--- src/rtl/cs_match_pkg.sv ---
package cs_match_pkg;

  typedef enum logic [1:0] {
    WK_BASE  = 2'd0,
    WK_MASK  = 2'd1,
    WK_SPARE = 2'd2,
    WK_NONE  = 2'd3
  } wr_kind_e;

  // Masked equality in the register domain: enable bit plus field compare.
  function automatic logic rank_claims(input logic [31:0] addr_field,
                                       input logic [31:0] base,
                                       input logic [31:0] mask,
                                       input logic [31:0] fmask);
    logic [31:0] care;
    care = fmask & ~(mask & fmask);
    return base[0] && ((addr_field & care) == (base & care));
  endfunction

endpackage

--- src/rtl/cs_bank_regs.sv ---
module cs_bank_regs #(
  parameter int NUM_CS = 8,
  parameter int NUM_CH = 2,
  parameter int REG_W  = 32,
  localparam int CS_W  = $clog2(NUM_CS),
  localparam int CH_W  = $clog2(NUM_CH),
  localparam int MK_N  = NUM_CS / 2,
  localparam int MK_W  = $clog2(MK_N)
) (
  input  logic                          clk,
  input  logic                          rst_n,
  input  logic                          wr_en,
  input  logic [1:0]                    wr_kind,
  input  logic [CH_W-1:0]               wr_chan,
  input  logic [CS_W-1:0]               wr_idx,
  input  logic [REG_W-1:0]              wr_data,
  input  logic [CH_W-1:0]               rd_bank,
  output logic [NUM_CS-1:0][REG_W-1:0]  bank_base,
  output logic [MK_N-1:0][REG_W-1:0]    bank_mask,
  output logic [REG_W-1:0]              spare_word
);
  import cs_match_pkg::*;

  logic [NUM_CS-1:0][REG_W-1:0] base_q [NUM_CH];
  logic [MK_N-1:0][REG_W-1:0]   mask_q [NUM_CH];
  logic [REG_W-1:0]             spare_q;

  wr_kind_e kind;
  assign kind = wr_kind_e'(wr_kind);

  always_ff @(posedge clk) begin
    if (!rst_n) begin
      for (int c = 0; c < NUM_CH; c++) begin
        base_q[c] <= '0;
        mask_q[c] <= '0;
      end
      spare_q <= '0;
    end else if (wr_en) begin
      case (kind)
        WK_BASE:  base_q[wr_chan][wr_idx]             <= wr_data;
        WK_MASK:  mask_q[wr_chan][wr_idx[MK_W-1:0]]   <= wr_data;
        WK_SPARE: spare_q                             <= wr_data;
        default:  ;
      endcase
    end
  end

  assign bank_base  = base_q[rd_bank];
  assign bank_mask  = mask_q[rd_bank];
  assign spare_word = spare_q;

endmodule

--- src/rtl/cs_hit_encoder.sv ---
module cs_hit_encoder #(
  parameter int          NUM_CS     = 8,
  parameter int          REG_W      = 32,
  parameter logic [31:0] FIELD_MASK = 32'h1FF83FE0,
  localparam int CS_W = $clog2(NUM_CS),
  localparam int MK_N = NUM_CS / 2
) (
  input  logic [REG_W-1:0]              addr_field,
  input  logic [NUM_CS-1:0][REG_W-1:0]  bank_base,
  input  logic [MK_N-1:0][REG_W-1:0]    bank_mask,
  output logic [NUM_CS-1:0]             hit_vec,
  output logic [NUM_CS-1:0]             spare_vec,
  output logic                          hit_any,
  output logic [CS_W-1:0]               hit_idx,
  output logic                          spare_any,
  output logic [CS_W-1:0]               spare_idx
);
  import cs_match_pkg::*;

  for (genvar k = 0; k < NUM_CS; k++) begin : g_rank
    assign hit_vec[k]   = rank_claims(addr_field, bank_base[k], bank_mask[k/2], FIELD_MASK);
    assign spare_vec[k] = bank_base[k][1];
  end

  always_comb begin
    hit_idx   = '0;
    spare_idx = '0;
    for (int i = NUM_CS - 1; i >= 0; i--) begin
      if (hit_vec[i])   hit_idx   = CS_W'(i);
      if (spare_vec[i]) spare_idx = CS_W'(i);
    end
  end

  assign hit_any   = |hit_vec;
  assign spare_any = |spare_vec;

endmodule

--- src/rtl/cs_spare_swap.sv ---
module cs_spare_swap #(
  parameter int NUM_CH = 2,
  parameter int CS_W   = 3,
  parameter int REG_W  = 32,
  localparam int CH_W   = $clog2(NUM_CH),
  localparam int FAIL_W = 3
) (
  input  logic [REG_W-1:0] spare_word,
  input  logic [CH_W-1:0]  chan,
  input  logic             hit_any,
  input  logic [CS_W-1:0]  hit_idx,
  input  logic             spare_any,
  input  logic [CS_W-1:0]  spare_idx,
  output logic             swap_taken,
  output logic [CS_W-1:0]  final_idx
);
  logic [NUM_CH-1:0]  done_v;
  logic [FAIL_W-1:0]  fail_v [NUM_CH];

  for (genvar c = 0; c < NUM_CH; c++) begin : g_chan
    assign done_v[c] = spare_word[1 + 2*c];
    assign fail_v[c] = spare_word[4 + 4*c +: FAIL_W];
  end

  logic              done_sel;
  logic [FAIL_W-1:0] fail_sel;
  assign done_sel = done_v[chan];
  assign fail_sel = fail_v[chan];

  assign swap_taken = done_sel && hit_any && spare_any && (hit_idx == CS_W'(fail_sel));
  assign final_idx  = swap_taken ? spare_idx : hit_idx;

endmodule

--- src/rtl/cs_rank_resolver.sv ---
module cs_rank_resolver #(
  parameter int          NUM_CS     = 8,
  parameter int          NUM_CH     = 2,
  parameter int          ADDR_W     = 40,
  parameter int          REG_W      = 32,
  parameter logic [31:0] FIELD_MASK = 32'h1FF83FE0,
  localparam int CS_W = $clog2(NUM_CS),
  localparam int CH_W = $clog2(NUM_CH),
  localparam int MK_N = NUM_CS / 2
) (
  input  logic              clk,
  input  logic              rst_n,
  input  logic              wr_en,
  input  logic [1:0]        wr_kind,
  input  logic [CH_W-1:0]   wr_chan,
  input  logic [CS_W-1:0]   wr_idx,
  input  logic [REG_W-1:0]  wr_data,
  input  logic              req_valid,
  input  logic [ADDR_W-1:0] req_addr,
  input  logic [CH_W-1:0]   req_chan,
  input  logic              req_gang,
  output logic              rsp_valid,
  output logic [CS_W-1:0]   rsp_cs,
  output logic              rsp_found,
  output logic              rsp_miss
);
  logic [CH_W-1:0]              rd_bank;
  logic [NUM_CS-1:0][REG_W-1:0] bank_base;
  logic [MK_N-1:0][REG_W-1:0]   bank_mask;
  logic [REG_W-1:0]             spare_word;
  logic [REG_W-1:0]             addr_field;

  logic [NUM_CS-1:0] hit_vec;
  logic [NUM_CS-1:0] spare_vec;
  logic              hit_any;
  logic [CS_W-1:0]   hit_idx;
  logic              spare_any;
  logic [CS_W-1:0]   spare_idx;
  logic              swap_taken;
  logic [CS_W-1:0]   final_idx;

  assign rd_bank    = req_gang ? '0 : req_chan;
  assign addr_field = REG_W'(req_addr >> 8);

  cs_bank_regs #(.NUM_CS(NUM_CS), .NUM_CH(NUM_CH), .REG_W(REG_W)) u_regs (
    .clk        (clk),
    .rst_n      (rst_n),
    .wr_en      (wr_en),
    .wr_kind    (wr_kind),
    .wr_chan    (wr_chan),
    .wr_idx     (wr_idx),
    .wr_data    (wr_data),
    .rd_bank    (rd_bank),
    .bank_base  (bank_base),
    .bank_mask  (bank_mask),
    .spare_word (spare_word)
  );

  cs_hit_encoder #(.NUM_CS(NUM_CS), .REG_W(REG_W), .FIELD_MASK(FIELD_MASK)) u_enc (
    .addr_field (addr_field),
    .bank_base  (bank_base),
    .bank_mask  (bank_mask),
    .hit_vec    (hit_vec),
    .spare_vec  (spare_vec),
    .hit_any    (hit_any),
    .hit_idx    (hit_idx),
    .spare_any  (spare_any),
    .spare_idx  (spare_idx)
  );

  cs_spare_swap #(.NUM_CH(NUM_CH), .CS_W(CS_W), .REG_W(REG_W)) u_swap (
    .spare_word (spare_word),
    .chan       (req_chan),
    .hit_any    (hit_any),
    .hit_idx    (hit_idx),
    .spare_any  (spare_any),
    .spare_idx  (spare_idx),
    .swap_taken (swap_taken),
    .final_idx  (final_idx)
  );

  always_ff @(posedge clk) begin
    if (!rst_n) begin
      rsp_valid <= 1'b0;
      rsp_found <= 1'b0;
      rsp_miss  <= 1'b0;
      rsp_cs    <= '0;
    end else begin
      rsp_valid <= req_valid;
      rsp_found <= req_valid && hit_any;
      rsp_miss  <= req_valid && !hit_any;
      rsp_cs    <= (req_valid && hit_any) ? final_idx : '0;
    end
  end

endmodule

--- config.mk ---
export PLATFORM = sky130hd
export DESIGN_NAME = cs_rank_resolver
export DESIGN_NICKNAME = d
export VERILOG_FILES = /design/src/rtl/cs_match_pkg.sv /design/src/rtl/cs_bank_regs.sv /design/src/rtl/cs_hit_encoder.sv /design/src/rtl/cs_spare_swap.sv /design/src/rtl/cs_rank_resolver.sv
export SDC_FILE = /design/constraint.sdc
export NUM_CORES = 1
export LEC_CHECK = 0
export BUFFER_PORTS_ARGS = -buffer_cell sky130_fd_sc_hd__buf_2
export CORE_ASPECT_RATIO = 0.8
export CORE_MARGIN = 1
export CORE_UTILIZATION = 55
export DETAILED_ROUTE_END_ITERATION = 8
export GPL_ROUTABILITY_DRIVEN = 0
export PLACE_DENSITY = 0.75
export REMOVE_ABC_BUFFERS = 1
export SKIP_CTS_REPAIR_TIMING = 1
export SLEW_MARGIN = 20
export SYNTH_ARGS = -nofsm -noshare
export SYNTH_HDL_FRONTEND = slang
export SYNTH_SLANG_ARGS = --single-unit
--- constraint.sdc ---
create_clock -name clk -period 3.6 [get_ports clk]
set_input_delay 0.54 -clock clk [delete_from_list [all_inputs] [get_ports clk]]
set_output_delay 0.54 -clock clk [all_outputs]
set_load 0.01 [all_outputs]
Word level (Yosys, flattened, before mapping)
Memory sizes are Yosys's and may differ from the RTL's.
Index checks and enable logic that the tools add are counted.
{"block": "op_classes", "n_lt_le_gt_ge": 6, "n_mux": 42, "bitwise_logic": 17, "reduce_logical": 23, "n_eq_ne": 11}
{"op": "256-bit two-way mux", "n": 3}
{"op": "32-bit by 29-bit AND with 32-bit output", "n": 12}
{"op": "128-bit two-way mux", "n": 3}
{"op": "32-bit == test", "n": 8}
{"op": "256-bit OR reduction", "n": 1}
{"op": "128-bit OR reduction", "n": 1}
{"op": "29-bit inverter", "n": 4}
{"op": "32-bit demux with 3-bit select", "n": 1}
{"op": "32-bit demux with 2-bit select", "n": 1}
{"op": "32-bit two-way mux", "n": 2}
{"op": "3-bit two-way mux", "n": 20}
{"op": "8-bit OR reduction", "n": 2}
{"op": "1-bit logical AND", "n": 15}
{"op": "1-bit two-way mux", "n": 12}
{"op": "3-bit by 4-bit less-than comparator with 1-bit output (second input constant)", "n": 1}
{"op": "2-bit AND reduction", "n": 2}
{"op": "3-bit == test", "n": 1}
{"op": "3-bit by 1-bit greater-or-equal comparator with 1-bit output (second input constant)", "n": 1}
{"op": "2-bit by 3-bit less-than comparator with 1-bit output (second input constant)", "n": 1}
{"op": "2-bit by 1-bit == test with 1-bit output (second input constant)", "n": 1}
{"op": "2-bit == test (second input constant)", "n": 1}
{"op": "2-bit by 1-bit greater-or-equal comparator with 1-bit output (second input constant)", "n": 1}
{"op": "2-bit greater-or-equal comparator (second input constant)", "n": 1}
{"op": "2-bit zero test", "n": 1}
{"op": "other kinds (3)", "n": 3}
{"block": "totals", "out_inout_bits": 6, "elab_cells": 106, "memories": 2, "inputBits": 84, "ff_bits": 17, "ram_bits": 768}
{"name": "u_regs.base_q", "words": 2, "width": 256, "read_ports": 1, "rd_ports_with_merged_regs": 0, "write_ports": 2, "line": "cs_bank_regs.sv:24", "source": "logic [NUM_CS-1:0][REG_W-1:0] base_q [NUM_CH];"}
{"name": "u_regs.mask_q", "words": 2, "width": 128, "read_ports": 1, "rd_ports_with_merged_regs": 0, "write_ports": 2, "line": "cs_bank_regs.sv:25", "source": "logic [MK_N-1:0][REG_W-1:0] mask_q [NUM_CH];"}

Depth between registers and ports, before layout
Gate-level depths: netlist (run 1).
An unclocked memory read counts as a cell.
{"block": "depth", "word_depth": 17, "ltp_mapped": 17, "mapped_depth_nobuf": 11}

Cells and area by module
Synthesis (run 1) repeated with hierarchy kept, for this count alone.
{"block": "unflattened", "hier_cells": 2904, "hier_area_um2": 38007.7}
{"mod": "cs_bank_regs", "cells_per_inst": 2545, "seq_area_each_um2": 23702.7, "area_each_um2": 35265.1, "n_inst": 1}
{"mod": "cs_hit_encoder", "cells_per_inst": 331, "seq_area_each_um2": 0.0, "area_each_um2": 2429.8, "n_inst": 1}
{"mod": "cs_rank_resolver", "cells_per_inst": 13, "seq_area_each_um2": 120.1, "area_each_um2": 177.7, "n_inst": 1}
{"mod": "cs_spare_swap", "cells_per_inst": 15, "seq_area_each_um2": 0.0, "area_each_um2": 135.1, "n_inst": 1}

Least setup slack after synthesis (run 1)
OpenSTA, ideal clock, no wires.
{"block": "synth_timing", "path_type": "in2reg", "startpoint": "in req_chan", "endpoint": "reg rsp_cs[2]", "arrival_ns": 3.246, "path_stages": 13, "setup_slack_ns": 0.235, "t_required_ns": 3.480, "n_path_buf": 3, "setup_ns": 0.120, "path_cell_list": "nor2b_2 buf_6 buf_8 buf_8 mux4_2 or4_1 nor4_2 a211oi_1 o31a_2 xor2_4 nand4_1 a21oi_1 o31a_1"}
{"block": "synth_between", "elab_chain_len": 17, "word_cells_on_any_way": 66, "cone_classes": "eq/ne: 9; mux: 23; bitwise: 17; reduce/logical: 15; memory: 2"}
{"item": "start: declaration", "line": "cs_rank_resolver.sv:20", "source": "input logic [CH_W-1:0] req_chan,"}
{"item": "1-bit two-way mux", "line": "cs_rank_resolver.sv:42", "source": "assign rd_bank = req_gang ? '0 : req_chan;"}
{"item": "memory 2 x 128 bit"}
{"item": "29-bit inverter", "line": "cs_match_pkg.sv:16", "source": "care = fmask & ~(mask & fmask);"}
{"item": "32-bit by 29-bit AND with 32-bit output", "line": "cs_match_pkg.sv:17", "source": "return base[0] && ((addr_field & care) == (base & care));"}
{"item": "32-bit == test", "line": "cs_match_pkg.sv:17"}
{"item": "1-bit logical AND", "line": "cs_match_pkg.sv:17"}
{"item": "3-bit two-way mux (8 in a row)", "line": "cs_hit_encoder.sv:29", "source": "if (hit_vec[i]) hit_idx = CS_W'(i);"}
{"item": "3-bit == test", "line": "cs_spare_swap.sv:30", "source": "assign swap_taken = done_sel && hit_any && spare_any && (hit_idx == CS_W'(fail_sel));"}
{"item": "1-bit logical AND", "line": "cs_spare_swap.sv:30"}
{"item": "3-bit two-way mux", "line": "cs_spare_swap.sv:31", "source": "assign final_idx = swap_taken ? spare_idx : hit_idx;"}
{"item": "end signal: assignment", "line": "cs_rank_resolver.sv:92", "source": "rsp_cs <= (req_valid && hit_any) ? final_idx : '0;"}
{"item": "end: declaration", "line": "cs_rank_resolver.sv:23", "source": "output logic [CS_W-1:0] rsp_cs,"}
Parallel ways exist; a longest one is shown, timed or not. The select of a mux whose other input is x is not followed.
A chain may end at the register's enable or synchronous reset.

Final worst setup path (run 1)
{"block": "layout_timing", "startpoint": "in req_gang", "endpoint": "reg rsp_cs[1]"}
{"block": "layout_between", "elab_chain_len": 17, "word_cells_on_any_way": 60, "cone_classes": "eq/ne: 9; mux: 18; bitwise: 16; reduce/logical: 15; memory: 2"}
{"item": "start: declaration", "line": "cs_rank_resolver.sv:21", "source": "input logic req_gang,"}
{"item": "1-bit two-way mux (*)", "line": "cs_rank_resolver.sv:42"}
{"item": "memory 2 x 128 bit"}
{"item": "29-bit inverter", "line": "cs_match_pkg.sv:16"}
{"item": "32-bit by 29-bit AND with 32-bit output", "line": "cs_match_pkg.sv:17"}
{"item": "32-bit == test", "line": "cs_match_pkg.sv:17"}
{"item": "1-bit logical AND", "line": "cs_match_pkg.sv:17"}
{"item": "3-bit two-way mux (8 in a row)", "line": "cs_hit_encoder.sv:29"}
{"item": "3-bit == test", "line": "cs_spare_swap.sv:30"}
{"item": "1-bit logical AND", "line": "cs_spare_swap.sv:30"}
{"item": "3-bit two-way mux", "line": "cs_spare_swap.sv:31"}
Mark *: on every way between the ends. The rest lies on a longest branch, timed or not.

==> results of run 1 <==
-- worst reg2reg max path: stages, from the launching register on --
cell and delay, ns:
edfxtp_1 0.37, xnor2_1 0.17, o221ai_1 0.17, a2111oi_0 0.72, nand4_1 0.19, or4_1 0.60, or4b_1 0.27, nand2_1 0.11
a21oi_4 0.25, nand2_4 0.09, nand4b_1 0.20, a31oi_1 0.20
-- cells in the mapped netlist, drive strengths merged (14+ instances only) --
cell type	count	area [µm²]
a21oi	24	135
a22oi	14	105
a31oi	22	138
and2	490	3070
buf	38	288
clkbuf	122	459
dfxtp	14	280
edfxtp	488	14700
inv	64	240
mux2i	33	330
mux4	40	916
nand2	17	71.3
nor2	177	664
nor2b	98	616
nor3	54	270
nor3b	18	135
nor4	27	175
nor4bb	27	270
o21ai	35	175
o22ai	32	200
o311ai	37	324
or4b	28	280
xnor2	77	674
-- flip-flops by register name (all words and copies together), names as in the netlist --
name	flops
u_regs.base_q	336
rsp_cs	3
u_regs.spare_word	8
rsp_miss	1
u_regs.mask_q	152
rsp_valid	1
rsp_found	1
-- power groups by stage --
stage	Sequential [W]	Combinational [W]	Clock, W
global placement	0.00700	0.00142	0
detailed placement	0.00702	0.00145	0
finish	0.00691	0.00150	0.00501
floorplan	0.00697	0.000690	0
global route	0.00693	0.00156	0.00524
CTS	0.00690	0.00146	0.00501
-- final timing paths --
kind,to,from
setup / recovery,rsp_cs[1]$_SDFF_PN0_,req_gang
hold / removal,rsp_valid$_SDFF_PN0_,req_valid
setup reg to reg,rsp_cs[1]$_SDFF_PN0_,u_regs.base_q[1][44]$_SDFFCE_PN0P_
hold reg to reg,u_regs.spare_word[3]$_SDFFE_PN0P_,u_regs.spare_word[3]$_SDFFE_PN0P_
-- layer usage --
layer	track usage, %	up-vias
met1	48.2	9558
met3	7.09	192
met2	52.1	1330
met4	15.1	4
met5	0	-
li1	-	8355
-- cell families after synthesis --
| logic type | count (synthesis) | share of synthesized area (%) |
|---|---|---|
| compound gates | 281 | 8.04 |
| flops | 502 | 56.9 |
| mux | 77 | 4.93 |
| xor+xnor | 80 | 2.74 |
| simple gates | 1022 | 23.7 |
| buf+inv | 226 | 3.79 |
-- per-stage QoR --
step	setup TNS, ns	utilization, %
after floorplan	-10.78	-
after global placement	-1.24	60.4
after detailed placement	-1.31	60.4
after CTS	0	63.6
after global routing	0	63.6
final	0	63.6
-- final cells by class --
cell class                 instances  area (µm²)  area share, %
multi-input combinational       1460       10400           34.9
clock buffer                      60        1310           4.37
clock inverter                    24         188          0.626
timing repair buffer             266        2050           6.84
inverter                          66         248          0.827
antenna                            5        12.5         0.0418
tap                              620         776           2.59
sequential                       502       14900           49.8
-- cells in the final DEF (no fill, tap or decap), types with 18 or more instances in the layout --
cell type  instances
nor2b_1           97
nor4_1            24
nor3b_1           18
clkbuf_16         51
buf_2             59
buf_4            191
a31oi_1           22
edfxtp_1         488
xnor2_1           77
inv_1             64
o311ai_0          37
mux4_2            36
o22ai_1           32
nor4bb_1          27
nor2_1           177
a21oi_1           22
nor3_1            54
mux2i_1           33
and2_1           490
o21ai_2           24
or4b_2            27
==> reports/results.ini, run 1 <==
[setup_path]
cpPeakStageDelay_ns = 0.60
crit_fanout = 20
crit_type = in2reg
arrival_ns = 4.02
crit_cells = 15
end_kind = flip-flop
worst_path_max_delay_cell = or4_1
cp_num_buf_inv = 4
reg2reg_slack_ns = 0.18
cp.required_ns = 4.12
cp_cell_sequence = buf_2 > nand2b_4 > buf_12 > buf_12 > buf_12 > a21oi_1 > a2111oi_0 > nand4_1 > or4_1 > or4b_1 > nand2_1 > a21oi_4 > nand2_4 > nand4b_1 > a31oi_1
cp_top_family = simple AND/OR/NAND/NOR gates
crit_top_cell = buf_12
r2r_cells = 11
start_kind = primary input

[sta]
rsz0062_at_grt = false
clock_skew_ns = 0.0134
relSlewSlack_pct = 39.3
holdWs_ns = 0.162
drv_slew = 0
finalHoldViolCount = 0
post-route-min-period_ns = 3.50
setup_viol_count_final = 0
fmax_mhz = 285
finalCritPeriodShare_pct = 97.3
fin_ws_ns = 0.0962
worst_slew_pin_slew_ns = 0.899

[power]
pwr-share-seq_pct = 51.5
intPower_w = 0.0101
p_switching_w = 0.00334
vdd.ir_drop.worst_uv = 607
powerDensity_nw_per_um2 = 448
power.share.clock_pct = 37.4
p_comb_share_pct = 11.1
power_switching_share_pct = 24.9
p_total_w = 0.0134
p_leak_nw = 10.8

[drt]
drt_iter0_drc = 2989
drc = 0
dr.pass1.iters = 6
wl_met2_um = 37000
highest_layer = met5
via_per_inst = 6.47
dr_wl_met3_um = 10800
wl_um = 83200
ant_nets = 0
drt-met1-wl_um = 31900
dr_total_vias = 19400
wl_per_cell_um = 27.7

[global_route]
grt_use_total_pct = 34.5
grt_pass1_wl_um = 121000
grt_pass1_vias = 18500
grt_overflow = 0
antenna_found_initial = 6
grt_max_degree = 68

[clock_tree]
htreeDepth = 2
cts_made_buffers = 50
cts_buffer_depth = 3
clock-sinks = 502
cts_tree = built
cts_root_buf = clkbuf_16
clkSlewWorstSetupHoldPaths_ns = 0.06
clock_latency_ns = 0.61

[yosys]
syn_area_per_cell_um2 = 12.0
ys.flop_type = edfxtp_1
yosysUniqueCellTypes = 87
synth_edf_count = 488
synth-seq-area-share_pct = 56.9
yosysWarnings = 0
syn_inst = 2188
netlist_area_um2 = 26300
synth-seq-cells = 502
ys_async_sr_fraction_pct = 0

[final_layout]
fin_cells = 3003
final_cell_area_um2 = 30000
drive_above_1_share_pct = 19.1
area_growth_pct = 14.1
nNetsFinal = 2430
nFillCells = 3534

[die]
die_h_um = 197
die_w_um = 246
die_area_um2 = 48600
fp.coreArea_um2 = 47100
pin_count = 90
initial_utilization_pct = 55.8
placement_rows = 71

[run_status]
outcome = finished clean

[worst_hold_path]
min-delay-path-class = in2reg
hold_path_depth = 3

[placement]
dp_cells = 2914
port_buffers = 59
hpwl_um = 54700
preCtsSetupSlack_ns = -0.435
dpl_cell_area_um2 = 28400

[job]
drv_cap = 0

Power figures use the tool's default switching activity.
==> run 2, diff against run 1 <==
- CORE_UTILIZATION: 55 -> 45
- CTS_CLUSTER_DIAMETER: not set -> 120
- PLACE_DENSITY: 0.75 -> 0.64
==> run 2 against run 1 <==
Hold slack improved by 0.026 ns. Maximum frequency fell by 1.7%. Setup slack worse by 0.061 ns. Critical path depth unchanged. Critical path type unchanged. Total power up 1.2%. Final area rose by 0.99%. Count of clock-buffer cells in the layout up 4. Utilization shrank 11 points. Register-to-register slack got worse by 0.06 ns. Combinational power increased by 3%. Global-route usage down 5.1 points. Flip-flop and latch count is the same. Largest cell class unchanged.
==> reports/results.ini, run 2 (synthesis gave the netlist of run 1 again) <==
[power]
p_leak_nw = 10.8  ; +0.36%
powerDensity_nw_per_um2 = 449  ; +0.25%
vdd.ir_drop.worst_uv = 488  ; -20%

[setup_path]
reg2reg_slack_ns = 0.12  ; -0.06 ns
crit_fanout = 13  ; -35%
worst_path_max_delay_cell = a222oi_1
cp.required_ns = 4.13  ; about the same
cp_cell_sequence = buf_2 > nor2b_4 > buf_12 > buf_4 > o31ai_1 > a222oi_1 > o2111a_1 > nand4_1 > nor4b_2 > buf_4 > o31ai_2 > a21o_1 > nand4_1 > a21oi_1 > o31a_1
start_kind = primary input
arrival_ns = 4.10  ; +0.08 ns
r2r_end = rsp_cs[0]$_SDFF_PN0_
end_kind = flip-flop
reg2reg_from = u_regs.mask_q[1][20]$_SDFFCE_PN0P_
cpPeakStageDelay_ns = 0.64  ; +0.04 ns
r2r_cells = 12  ; +1
crit_type = in2reg

[final_layout]
final_cell_mix = and2_1, edfxtp_1, buf_4
largest_reg_flops = 336  ; unchanged
area_growth_pct = 15.2
nFillCells = 4968  ; +41%
regMostFlops = u_regs.base_q
drive_above_1_share_pct = 19.5  ; +0.36 points
final_common_cell = and2_1
nNetsFinal = 2433  ; +0.12%

[sta]
setup-tns-final_ns = 0  ; unchanged
drv_slew = 0  ; unchanged
clock_skew_ns = 0.0351  ; +0.0216 ns
finalHoldViolCount = 0  ; unchanged
finalCritPeriodShare_pct = 99.0  ; +1.7 points
setup_viol_count_final = 0  ; unchanged
fmax_mhz = 280  ; -1.7%
rsz0062_at_grt = false
fin_ws_ns = 0.0349  ; -0.0613 ns
post-route-min-period_ns = 3.57  ; +0.0613 ns
worst_slew_pin_slew_ns = 0.890  ; -0.00849 ns
relSlewSlack_pct = 39.7  ; +0.39 points

[clock_tree]
cts_buffer_depth = 3  ; unchanged
clock-sinks = 502  ; unchanged
clock_latency_ns = 0.62  ; about the same
cts_tree = built
cts_made_buffers = 52  ; +4.0%
htreeDepth = 2  ; unchanged
clkSlewWorstSetupHoldPaths_ns = 0.06  ; about the same
cts_root_buf = clkbuf_16

[die]
placement_rows = 78  ; +9.9%
pin_count = 90  ; unchanged
die_area_um2 = 59400  ; +22%
fp.coreArea_um2 = 57200  ; +21%
die_h_um = 218  ; +10%
initial_utilization_pct = 45.9  ; -9.9 points
die_w_um = 272  ; +10%

[global_route]
antenna_found_initial = 5  ; -1
grt_use_total_pct = 29.4  ; -5.1 points
grt_pass1_wl_um = 126000  ; +4.0%
grt_pass1_vias = 18600  ; +0.58%
grt_max_degree = 56  ; -18%
grt_overflow = 0  ; unchanged

[job]
drv_cap = 0  ; unchanged

[worst_hold_path]
min-delay-path-class = in2reg
hp-start = req_valid
hold_path_depth = 3  ; unchanged
min_to = rsp_valid$_SDFF_PN0_

[placement]
hpwl_um = 57400  ; +4.9%
preCtsSetupSlack_ns = -0.624  ; -0.189 ns
port_buffers = 59  ; unchanged

[drt]
dr_total_vias = 19300  ; -0.54%
dr.pass1.iters = 6  ; unchanged
ant_nets = 0  ; unchanged
drt_iter0_drc = 2643  ; -12%
drc = 0  ; unchanged
wl_per_cell_um = 27.9  ; +0.59%
wl_um = 87600  ; +5.4%
via_per_inst = 6.15  ; -5.1%

[run_status]
outcome = finished clean

## run 2: area by class of cell
class	count	area [µm²]	share of cell area (%)
diodes	1	2.50	0.00827
clock buffers	64	1370	4.52
clock inverters	26	174	0.575
inverters	66	248	0.819
multi-input cells	1460	10500	34.6
flip-flops and latches	502	14900	49.3
well taps	760	951	3.14
repair buffers	267	2110	6.96
## run 2: power breakdown
group / internal [W] / switching, W / leakage [nW] / total (W)
Combinational: 0.000596 / 0.000939 / 5.34 / 0.00154
Sequential: 0.00671 / 0.000199 / 4.75 / 0.00691
Clock: 0.00282 / 0.00232 / 0.760 / 0.00514
## run 2: stage by stage
| step | instance area [µm²] | cells | util [%] | hold slack [ns] | power [W] |
|---|---|---|---|---|---|
| 6_report | 30300 | 3146 | 52.9 | 0.187 | 0.0136 |
| 5_1_grt | 30300 | 3146 | 52.9 | 0.187 | 0.0139 |
| 4_1_cts | 30200 | 3141 | 52.8 | 0.168 | 0.0136 |
| 3_5_place_dp | 28600 | 3051 | 50.1 | 0.514 | 0.00851 |
| 3_3_place_gp | 28600 | 3051 | 50.1 | 0.499 | 0.00847 |
| 2_1_floorplan | 25500 | 2028 | - | 0.485 | 0.00766 |
## run 2: per-layer routing
| layer | GRT usage [%] | part of all wire (%) | vias to the layer above |
|---|---|---|---|
| met4 | 10.0 | 3.5 | 2 |
| met3 | 7.46 | 12 | 190 |
| li1 | - | - | 8366 |
| met5 | 0 | 0.014 | - |
| met2 | 43.9 | 43 | 1128 |
| met1 | 41.7 | 42 | 9648 |
## run 2: how the worst max path moves through the flow
| stage | startpoint | end | slack [ns] | cells past startpoint |
|---|---|---|---|---|
| after floorplan | req_chan | rsp_cs[0]$_SDFF_PN0_ | -2.40 | 11 |
| after global placement | req_gang | rsp_cs[0]$_SDFF_PN0_ | -0.59 | 15 |
| after detailed placement | req_gang | rsp_cs[0]$_SDFF_PN0_ | -0.62 | 15 |
| after CTS | req_gang | rsp_cs[0]$_SDFF_PN0_ | -0.04 | 15 |
| after global routing | req_chan | rsp_cs[2]$_SDFF_PN0_ | 0.008 | 15 |
| final | req_chan | rsp_cs[2]$_SDFF_PN0_ | 0.03 | 15 |
## run 2: critical path: cells and delay by family
family,cells,cell delay [ns]
AO/OA/AOI/OAI,7,2.05
buffers and inverters,4,0.68
AND/OR/NAND/NOR,4,0.82
